## config.mk

```make
export PLATFORM = sky130hd
export DESIGN_NAME = irq_vector_ctrl
export DESIGN_NICKNAME = d
export VERILOG_FILES = /design/src/rtl/irqc_pkg.sv /design/src/rtl/irqc_ext_detect.sv /design/src/rtl/irqc_arbiter.sv /design/src/rtl/irqc_nest.sv /design/src/rtl/irq_vector_ctrl.sv
export SDC_FILE = /design/constraint.sdc
export NUM_CORES = 1
export LEC_CHECK = 0
export ABC_AREA = 1
export BUFFER_PORTS_ARGS = -buffer_cell sky130_fd_sc_hd__clkbuf_2
export CELL_PAD_IN_SITES_DETAIL_PLACEMENT = 0
export CELL_PAD_IN_SITES_GLOBAL_PLACEMENT = 2
export CORE_ASPECT_RATIO = 1.25
export CORE_MARGIN = 2
export CORE_UTILIZATION = 27
export DETAILED_ROUTE_END_ITERATION = 10
export PLACE_DENSITY_LB_ADDON = 0.1
export SYNTH_ARGS = -nofsm -noshare
export SYNTH_HDL_FRONTEND = slang
export SYNTH_HIERARCHICAL = 1
export SYNTH_SLANG_ARGS = --single-unit
```

## constraint.sdc

```tcl
create_clock -name clk -period 9.5 [get_ports clk]
set_input_delay 1.9 -clock clk [delete_from_list [all_inputs] [get_ports clk]]
set_output_delay 1.9 -clock clk [all_outputs]
set_load 0.005 [all_outputs]
```

## src/rtl/irqc_pkg.sv

```systemverilog
package irqc_pkg;
  localparam int NSRC = 7;
  localparam int NLVL = 4;
  localparam int LVLW = $clog2(NLVL);
  localparam int IDXW = $clog2(NSRC);
  localparam int VEC_BASE = 3;
  localparam int VEC_STEP = 8;
  // source indices in polling order (lowest index polled first)
  localparam int S_EXT0 = 0;
  localparam int S_TMR0 = 1;
  localparam int S_EXT1 = 2;
  localparam int S_TMR1 = 3;
  localparam int S_SER  = 4;
  localparam int S_SPAD = 5;
  localparam int S_PCLV = 6;
  typedef logic [LVLW-1:0] lvl_t;
  typedef logic [IDXW-1:0] idx_t;
endpackage

```

## src/rtl/irqc_ext_detect.sv

```systemverilog
module irqc_ext_detect #(
  parameter int SYNC = 2
) (
  input  logic clk,
  input  logic rst_n,
  input  logic pin_n,
  input  logic edge_mode,
  input  logic take_clr,
  input  logic sw_clr,
  output logic req
);
  logic [SYNC:0] sh;
  logic          synced, fall, flag;

  always_ff @(posedge clk or negedge rst_n) begin
    if (!rst_n) sh <= '1;
    else        sh <= {sh[SYNC-1:0], pin_n};
  end

  assign synced = sh[SYNC-1];
  assign fall   = sh[SYNC] & ~synced;

  // set wins over any clear; level mode keeps the held flag empty
  always_ff @(posedge clk or negedge rst_n) begin
    if (!rst_n)                  flag <= 1'b0;
    else if (!edge_mode)         flag <= 1'b0;
    else if (fall)               flag <= 1'b1;
    else if (take_clr || sw_clr) flag <= 1'b0;
  end

  assign req = edge_mode ? flag : ~synced;

  // acceptance in edge mode drops the request unless a new edge lands
  a_r7_take_clears: assert property (@(posedge clk) disable iff (!rst_n)
    (edge_mode && take_clr && !fall) |=> (!req || !edge_mode));
  // simultaneous set and software clear leaves the request up
  a_r11_set_wins: assert property (@(posedge clk) disable iff (!rst_n)
    (edge_mode && fall && sw_clr) |=> (req || !edge_mode));
endmodule

```

## src/rtl/irqc_arbiter.sv

```systemverilog
module irqc_arbiter
  import irqc_pkg::*;
(
  input  logic [NSRC-1:0]            req,
  input  logic [NSRC-1:0][LVLW-1:0]  src_lvl,
  input  logic [NLVL-1:0]            in_service,
  output logic                       win_valid,
  output idx_t                       win_idx,
  output lvl_t                       win_lvl
);
  always_comb begin
    win_valid = 1'b0;
    win_idx   = '0;
    win_lvl   = '0;
    for (int l = NLVL-1; l >= 0; l--) begin
      for (int i = 0; i < NSRC; i++) begin
        if (!win_valid && req[i] && (src_lvl[i] == lvl_t'(l)) &&
            ((in_service >> l) == '0)) begin
          win_valid = 1'b1;
          win_idx   = idx_t'(i);
          win_lvl   = lvl_t'(l);
        end
      end
    end
  end
endmodule

```

## src/rtl/irqc_nest.sv

```systemverilog
module irqc_nest
  import irqc_pkg::*;
(
  input  logic            clk,
  input  logic            rst_n,
  input  logic            take,
  input  lvl_t            take_lvl,
  input  logic            reti,
  output logic [NLVL-1:0] in_service
);
  logic [NLVL-1:0] top_bit, next_mask;

  always_comb begin
    top_bit = '0;
    for (int l = 0; l < NLVL; l++)
      if (in_service[l]) top_bit = NLVL'(1) << l;
  end

  always_comb begin
    next_mask = in_service;
    if (reti) next_mask = next_mask & ~top_bit;
    if (take) next_mask = next_mask | (NLVL'(1) << take_lvl);
  end

  always_ff @(posedge clk or negedge rst_n) begin
    if (!rst_n) in_service <= '0;
    else        in_service <= next_mask;
  end

  // an accepted level is recorded as in service
  a_r5_take_marks: assert property (@(posedge clk) disable iff (!rst_n)
    take |=> in_service[$past(take_lvl)]);
  // a return removes exactly one level
  a_r6_reti_drops_one: assert property (@(posedge clk) disable iff (!rst_n)
    (reti && !take && in_service != '0) |=>
      ($countones(in_service) == $countones($past(in_service)) - 1));
endmodule

```

## src/rtl/irq_vector_ctrl.sv

```systemverilog
module irq_vector_ctrl
  import irqc_pkg::*;
#(
  parameter int VEC_W = 16,
  parameter int SYNC  = 2
) (
  input  logic             clk,
  input  logic             rst_n,
  input  logic             gie,
  input  logic [NSRC-1:0]  src_en,
  input  logic [NSRC-1:0]  prio_hi,
  input  logic [NSRC-1:0]  prio_lo,
  input  logic [1:0]       ext_pin_n,
  input  logic [1:0]       ext_edge,
  input  logic [1:0]       tmr_ovf,
  input  logic [3:0]       hw_flag_clr,
  input  logic             ser_rx,
  input  logic             ser_tx,
  input  logic             spi_flag,
  input  logic             adc_flag,
  input  logic             pca_flag,
  input  logic             lvf_flag,
  output logic             irq_valid,
  input  logic             irq_ready,
  output logic [VEC_W-1:0] irq_vector,
  input  logic             reti
);
  logic [NSRC-1:0]           req, gated, take_hot;
  logic [NSRC-1:0][LVLW-1:0] src_lvl;
  logic [NLVL-1:0]           in_service;
  logic [1:0]                ext_req, tmr_flag;
  logic                      take;
  idx_t                      win_idx;
  lvl_t                      win_lvl;

  localparam int EXT_IDX [2] = '{S_EXT0, S_EXT1};
  localparam int TMR_IDX [2] = '{S_TMR0, S_TMR1};

  assign take     = irq_valid & irq_ready;
  assign take_hot = take ? (NSRC'(1) << win_idx) : '0;

  for (genvar k = 0; k < 2; k++) begin : g_ext
    irqc_ext_detect #(.SYNC(SYNC)) u_det (
      .clk      (clk),
      .rst_n    (rst_n),
      .pin_n    (ext_pin_n[k]),
      .edge_mode(ext_edge[k]),
      .take_clr (take_hot[EXT_IDX[k]]),
      .sw_clr   (hw_flag_clr[EXT_IDX[k]]),
      .req      (ext_req[k])
    );
  end

  for (genvar t = 0; t < 2; t++) begin : g_tmr
    always_ff @(posedge clk or negedge rst_n) begin
      if (!rst_n)          tmr_flag[t] <= 1'b0;
      else if (tmr_ovf[t]) tmr_flag[t] <= 1'b1;
      else if (take_hot[TMR_IDX[t]] || hw_flag_clr[TMR_IDX[t]])
                           tmr_flag[t] <= 1'b0;
    end
    // an overflow pulse always leaves the timer flag set
    a_r9_ovf_sets: assert property (@(posedge clk) disable iff (!rst_n)
      tmr_ovf[t] |=> tmr_flag[t]);
  end

  always_comb begin
    req         = '0;
    req[S_EXT0] = ext_req[0];
    req[S_TMR0] = tmr_flag[0];
    req[S_EXT1] = ext_req[1];
    req[S_TMR1] = tmr_flag[1];
    req[S_SER]  = ser_rx | ser_tx;
    req[S_SPAD] = spi_flag | adc_flag;
    req[S_PCLV] = pca_flag | lvf_flag;
  end

  for (genvar i = 0; i < NSRC; i++) begin : g_lvl
    assign src_lvl[i] = {prio_hi[i], prio_lo[i]};
  end

  assign gated = req & src_en & {NSRC{gie}};

  irqc_arbiter u_arb (
    .req       (gated),
    .src_lvl   (src_lvl),
    .in_service(in_service),
    .win_valid (irq_valid),
    .win_idx   (win_idx),
    .win_lvl   (win_lvl)
  );

  irqc_nest u_nest (
    .clk       (clk),
    .rst_n     (rst_n),
    .take      (take),
    .take_lvl  (win_lvl),
    .reti      (reti),
    .in_service(in_service)
  );

  assign irq_vector = VEC_W'(VEC_BASE + int'(win_idx) * VEC_STEP);

  // nothing is offered while the global enable is off
  a_r2_global_mask: assert property (@(posedge clk) disable iff (!rst_n)
    irq_valid |-> gie);
  // every offered vector lies on the 8-byte grid starting at 3
  a_r4_vector_grid: assert property (@(posedge clk) disable iff (!rst_n)
    irq_valid |-> (irq_vector[2:0] == 3'd3 && irq_vector < VEC_W'(VEC_BASE + NSRC*VEC_STEP)));
  // the offered level is above every level held by the nesting record
  a_r5_above_service: assert property (@(posedge clk) disable iff (!rst_n)
    irq_valid |-> ((in_service >> win_lvl) == '0));
endmodule

```

### Yosys cells after proc, flatten, opt, wreduce, memory -nomap -nowiden

Cells that the tools add are included.
Widths: inputs -> output; s select.

| word-level totals | value |
|---|---|
| register bits | 14 |
| bits of input ports | 42 |
| output and inout bits | 17 |
| word-level logic and storage cells | 275 |

| operators by class | value |
|---|---|
| add/subtract/negate cells | 1 |
| equal/unequal tests | 23 |
| shift operators | 2 |
| muxes and demuxes | 102 |
| bitwise gates (word level) | 13 |
| reductions and logical operators | 127 |

Operator list:

| operator | number |
|---|---|
| $logic_and 1x1->1 | 83 |
| $mux 3 | 26 |
| $mux 2 | 28 |
| $mux 1 | 42 |
| $eq 2x2->1 const B | 14 |
| $logic_not 1->1 | 27 |
| $mux 4 | 6 |
| $logic_not 4->1 | 4 |
| $and 7x7->7 | 2 |
| $eq 2x1->1 const B | 7 |
| $logic_not 2->1 | 7 |
| $add 2x6->7 const A | 1 |
| $ne 3x1->1 const B | 2 |
| $and 4x4->4 | 1 |
| $logic_or 1x1->1 | 4 |
| $not 4->4 | 1 |
| $or 4x4->4 | 1 |
| $reduce_bool 2->1 | 2 |
| $shl 1x2->4 const A | 1 |
| $shl 1x3->4 const A | 1 |
| $and 1x1->1 | 3 |
| $or 1x1->1 | 3 |
| $not 1->1 | 2 |

### Logic depth before layout (Yosys ltp)

| logic depth | value |
|---|---|
| word-level depth | 148 |
| mapped depth | 27 |
| gate-level depth less buffers | 27 |

### Modules after synthesis

The synthesis kept the hierarchy.

By module, submodules not included:

| module | instances | cells each | area an instance (um^2) | seq. area each (um^2) |
|---|---|---|---|---|
| irqc_arbiter | 1 | 137 | 782.0 | 0.0 |
| irq_vector_ctrl | 1 | 53 | 304.0 | 50.0 |
| irqc_ext_detect | 2 | 12 | 143.9 | 103.8 |
| irqc_nest | 1 | 23 | 180.2 | 100.1 |

### Worst setup path before layout

Ideal clock, no wire load.

| path | value |
|---|---|
| path type | input-to-output |
| from | input port ext_edge[0] |
| to | output port irq_vector[3] |
| arrival time | 3918 ps |
| required time | 7600 ps |
| slack | 3682 ps |
| stages on the path | 20 |
| path buffers | 0 |
| cells stage by stage | nand2_1 o21ai_0 nand2_1 nor2_1 nand2_1 inv_1 nand2_2 nand2_4 nor2_8 nand4_4 nor3_2 nand4_1 nor2_2 nand4_2 nor2_4 nand4_4 nor2_4 nand4_2 or2_1 nand3_1 |

| on the way | value |
|---|---|
| longest elaborated chain between the ends | 142 |
| elaborated cells between the ends (all ways) | 168 |
| classes of those cells | add/sub: 1; mux: 55; bitwise: 2; reduce/logical: 110 |

RTL lines:

| what | RTL line | RTL |
|---|---|---|
| start: declaration | irq_vector_ctrl.sv:14 | `input logic [1:0] ext_edge,` |
| $mux 1 * | irqc_ext_detect.sv:31 | `assign req = edge_mode ? flag : ~synced;` |
| via ext_req[0] | irq_vector_ctrl.sv:31 | `logic [1:0] ext_req, tmr_flag;` |
| $and 7x7->7 * (2 in a row) | irq_vector_ctrl.sv:81 | `assign gated = req & src_en & {NSRC{gie}};` |
| via gated[0] | irq_vector_ctrl.sv:28 | `logic [NSRC-1:0] req, gated, take_hot;` |
| $logic_and 1x1->1 (2 in a row) | irqc_arbiter.sv:17 | `if (!win_valid && req[i] && (src_lvl[i] == lvl_t'(l)) &&` |
| $mux 1 | irqc_arbiter.sv:17 |  |
| $logic_not 1->1 | irqc_arbiter.sv:17 |  |
| $logic_and 1x1->1 (3 in a row) | irqc_arbiter.sv:17 |  |
| [120 not listed] | - |  |
| $mux 1 | irqc_arbiter.sv:17 |  |
| $logic_not 1->1 | irqc_arbiter.sv:17 |  |
| $logic_and 1x1->1 (3 in a row) | irqc_arbiter.sv:17 |  |
| $mux 1 | irqc_arbiter.sv:17 |  |
| $logic_not 1->1 | irqc_arbiter.sv:17 |  |
| $logic_and 1x1->1 (3 in a row) | irqc_arbiter.sv:17 |  |
| $mux 3 * | irqc_arbiter.sv:17 |  |
| $add 2x6->7 * | irq_vector_ctrl.sv:101 | `assign irq_vector = VEC_W'(VEC_BASE + int'(win_idx) * VEC_STEP);` |
| end: declaration | irq_vector_ctrl.sv:25 | `output logic [VEC_W-1:0] irq_vector,` |

The timed path passes the listed nets; every way through them passes the cells marked *.

### Worst setup path after layout

Ends and elaborated chain as after synthesis.

==> insert_results.sql <==
INSERT INTO impl_metrics (metric_group, metric, value, unit) VALUES
('placement', 'place_ws', '3.03', 'ns'),
('timing', 'tightestPinTransition', '0.648', 'ns'),
('drt', 'via_per_inst', '4.68', ''),
('synth', 'synth-main-ff-cell', 'sky130_fd_sc_hd__dfrtp_1', ''),
('die', 'starting_density_of_the_core', '28.4', '%'),
('pwr', 'power_frac_seq', '30.6', '%'),
('timing', 'final_count_of_pins_violating_max_slew', '0', ''),
('final_layout', 'final_nets', '326', ''),
('synth', 'synth.avg_cell_area', '6.56', 'um2'),
('clock_tree', 'cts_htree_levels', '1', ''),
('synth', 'synth_top_cell_area_share', '12.9', '%'),
('timing', 'fin_crit_sh', '68.0', '%'),
('final_layout', 'area.growth.synth_to_final', '18.0', '%'),
('die', 'die-width', '71.9', 'um'),
('synth', 'yosys.area_share.adder', '0', '%'),
('pwr', 'combinationalPowerShare', '49.9', '%'),
('final_layout', 'filler_cell_count', '626', ''),
('pwr', 'vdd_ir_drop_max', '0.0000869', 'V'),
('synth', 'postSynthRegisterBits', '14', ''),
('drt', 'wire_per_inst', '13.0', 'um'),
('global_route', 'antenna_violations_before_repair', '0', ''),
('timing', 'period_minus_slack', '6.46', 'ns'),
('drt', 'antenna_violating_nets_post_route', '0', ''),
('setup_path', 'worstPathArrival', '4.56', 'ns'),
('pwr', 'swShare', '43.2', '%'),
('synth', 'synth_async_sr_flop_share', '100', '%'),
('drt', 'wirelength', '4.51', 'mm'),
('clock_tree', 'cts-root-buf', 'sky130_fd_sc_hd__clkbuf_8', ''),
('placement', 'placement.cell_area', '1790', 'um2'),
('clock_tree', 'post_cts_hold_buffers', '0', ''),
('synth', 'largest_family_of_logic_cells_by_synthesized_area', 'simple AND/OR/NAND/NOR gates', ''),
('timing', 'timing.fmax', '155', 'MHz'),
('placement', 'gp_routability_congestion', '0.847', ''),
('synth', 'netlist-cell-type-count', '33', ''),
('drt', 'drt_drc_violations_left', '0', ''),
('clock_tree', 'tritoncts', 'built', ''),
('clock_tree', 'clock_latency_at_the_later_pin_of_the_worst_skew_pair', '0.24', 'ns'),
('die', 'dieHeight', '88.8', 'um'),
('synth', 'multiplexer_share_of_the_synthesized_area', '0', '%'),
('run_status', 'run_status', 'completed', ''),
('synth', 'synth_warnings', '6', ''),
('final_layout', 'drive_above_1_share', '26.6', '%'),
('timing', 'timing.final.setup_violations', '0', ''),
('global_route', 'grt_max_degree', '15', ''),
('synth', 'synth_area_leaders', 'sky130_fd_sc_hd__dfrtp_1 (13%), sky130_fd_sc_hd__inv_1 (12%), sky130_fd_sc_hd__dfstp_2 (10%), sky130_fd_sc_hd__nand2_1 (9.4%), sky130_fd_sc_hd__nor2_1 (6.5%)', ''),
('setup_path', 'critPathMaxFanout', '5', ''),
('setup_path', 'wp_data_required', '7.60', 'ns'),
('synth', 'basic_gate_share_of_the_synthesized_area_counting_and_or_nand_and_nor_cells', '50.7', '%'),
('timing', 'finalHoldViolations', '0', ''),
('drt', 'drtPass1Iterations', '4', ''),
('clock_tree', 'clkSlewWorstSetupHoldPaths', '0.05', 'ns'),
('global_route', 'grt_first_pass_wirelength', '7.05', 'mm'),
('final_layout', 'layout_commonest_cell', 'sky130_fd_sc_hd__inv_1', ''),
('placement', 'buffer_ports.inserted', '45', ''),
('synth', 'synth_sequential_area_ratio', '23.0', '%'),
('setup_path', 'setup.worst_path.start_class', 'input port', ''),
('clock_tree', 'cts_resized', '0', ''),
('pwr', 'internal_power', '0.135', 'mW'),
('clock_tree', 'clock-sinks', '14', ''),
('global_route', 'vias_in_the_first_global_route', '1540', ''),
('synth', 'parity_gate_share_of_the_synthesized_area_counting_xor_and_xnor_cells', '0', '%'),
('clock_tree', 'ctsLongestPathBuffers', '2', ''),
('setup_path', 'r2r_setup_slack', '6.08', 'ns'),
('timing', 'fin_skew', '0.00149', 'ns'),
('pwr', 'power_per_unit_of_standard_cell_area', '130', 'nW/um2'),
('synth', 'synth-edff-count', '0', ''),
('flow_run', 'max_cap_violations', '0', ''),
('setup_path', 'criticalPathCategory', 'in2out', ''),
('die', 'fp.dieArea', '6380', 'um2'),
('clock_tree', 'tritoncts.num_buffers', '3', ''),
('timing', 'timing.slew.headroom', '56.4', '%');
[Yosys cell counts (2+ instances only)]
cell type / n
sky130_fd_sc_hd__inv_1: 49
sky130_fd_sc_hd__nand2_1: 39
sky130_fd_sc_hd__nor2_1: 27
sky130_fd_sc_hd__nand3_1: 16
sky130_fd_sc_hd__nand4_1: 14
sky130_fd_sc_hd__buf_4: 13
sky130_fd_sc_hd__nor4_1: 11
sky130_fd_sc_hd__dfrtp_1: 8
sky130_fd_sc_hd__o21ai_0: 7
sky130_fd_sc_hd__dfstp_2: 6
sky130_fd_sc_hd__nor3_1: 5
sky130_fd_sc_hd__nor2_4: 4
sky130_fd_sc_hd__a21oi_1: 3
sky130_fd_sc_hd__nand2_2: 3
sky130_fd_sc_hd__nand3b_1: 3
sky130_fd_sc_hd__nand4_4: 3
sky130_fd_sc_hd__nor2_2: 3
sky130_fd_sc_hd__conb_1: 2
sky130_fd_sc_hd__inv_2: 2
sky130_fd_sc_hd__nand2_4: 2
sky130_fd_sc_hd__nand4_2: 2
sky130_fd_sc_hd__o21ai_1: 2
sky130_fd_sc_hd__o31ai_1: 2
sky130_fd_sc_hd__or2_1: 2
[area by class of cell]
type | instances | area (um2) | area share [%]
timing repair buffer | 45 | 225 | 12.3
multi-input combinational | 169 | 937 | 51.1
tap | 64 | 80.1 | 4.37
sequential | 14 | 358 | 19.5
inverter | 51 | 191 | 10.4
clock buffer | 3 | 41.3 | 2.25
[routing by layer]
metal / track usage, % / vias up / share of wire (%)
li1: - / 843 / -
met3: 1.59 / 6 / 4.9
met1: 16.1 / 727 / 41
met4: 5.66 / 0 / 2.1
met2: 27.6 / 43 / 52
met5: 0 / - / 0
[through the flow]
stage               total power [mW]  hold slack, ns  cells  util [%]
CTS                            0.242           0.357    346      33.4
global route                   0.259           0.358    346      33.4
detailed placement             0.194           0.347    343      32.7
global placement               0.196           0.346    343      32.7
finish                         0.238           0.356    346      33.4
floorplan                      0.158           0.345    248         -
[cell families after synthesis]
group	after synthesis
and+or+nand+nor	139
buffers and inverters	65
other	2
AOI/OAI and AO/OA	17
DFF	14
[power by group through the flow]
stage / clock, mW / sequential, mW / combinational, mW
floorplan: 0 / 0.0725 / 0.0858
global placement: 0 / 0.0740 / 0.122
detailed placement: 0 / 0.0738 / 0.120
CTS: 0.0482 / 0.0730 / 0.120
global route: 0.0510 / 0.0737 / 0.134
finish: 0.0464 / 0.0728 / 0.118
[sequential cells by signal (all words and copies together) (netlist names)]
register / cells
g_ext.u_det/sh: 6
u_nest/in_service: 4
g_ext.u_det/flag: 2
req: 2
[worst paths after layout]
check,end,startpoint,cells after the start
setup / recovery,irq_vector[3],ext_edge[0],23
hold / removal,g_ext[1].u_det/sh[1]$_DFF_PN1_,g_ext[1].u_det/sh[0]$_DFF_PN1_,0
setup reg to reg,g_ext[0].u_det/flag$_DFFE_PN0P_,u_nest/in_service[3]$_DFF_PN0_,14
hold reg to reg,g_ext[1].u_det/sh[1]$_DFF_PN1_,g_ext[1].u_det/sh[0]$_DFF_PN1_,0
max in group asynchronous,g_ext[1].u_det/sh[2]$_DFF_PN1_,rst_n,1
min in group asynchronous,u_nest/in_service[2]$_DFF_PN0_,rst_n,1
[worst max-delay path, cell delays in order]
cell	delay, ns
sky130_fd_sc_hd__clkbuf_2	0.10
sky130_fd_sc_hd__nand2_1	0.09
sky130_fd_sc_hd__o21ai_0	0.08
sky130_fd_sc_hd__nand2_1	0.08
sky130_fd_sc_hd__nor2_1	0.07
sky130_fd_sc_hd__nand2_1	0.10
sky130_fd_sc_hd__inv_1	0.05
sky130_fd_sc_hd__nand2_2	0.10
sky130_fd_sc_hd__nand2_4	0.08
sky130_fd_sc_hd__nor2_8	0.12
sky130_fd_sc_hd__nand4_4	0.10
sky130_fd_sc_hd__nor3_2	0.15
sky130_fd_sc_hd__nand4_1	0.11
sky130_fd_sc_hd__nor2_2	0.18
sky130_fd_sc_hd__nand4_2	0.13
sky130_fd_sc_hd__nor2_4	0.15
sky130_fd_sc_hd__nand4_4	0.10
sky130_fd_sc_hd__nor2_4	0.12
sky130_fd_sc_hd__nand4_2	0.10
sky130_fd_sc_hd__nor2_2	0.17
sky130_fd_sc_hd__nand3_1	0.10
sky130_fd_sc_hd__nand3_1	0.20
sky130_fd_sc_hd__clkbuf_2	0.15
No activity file was read; power rests on OpenSTA's default activity.
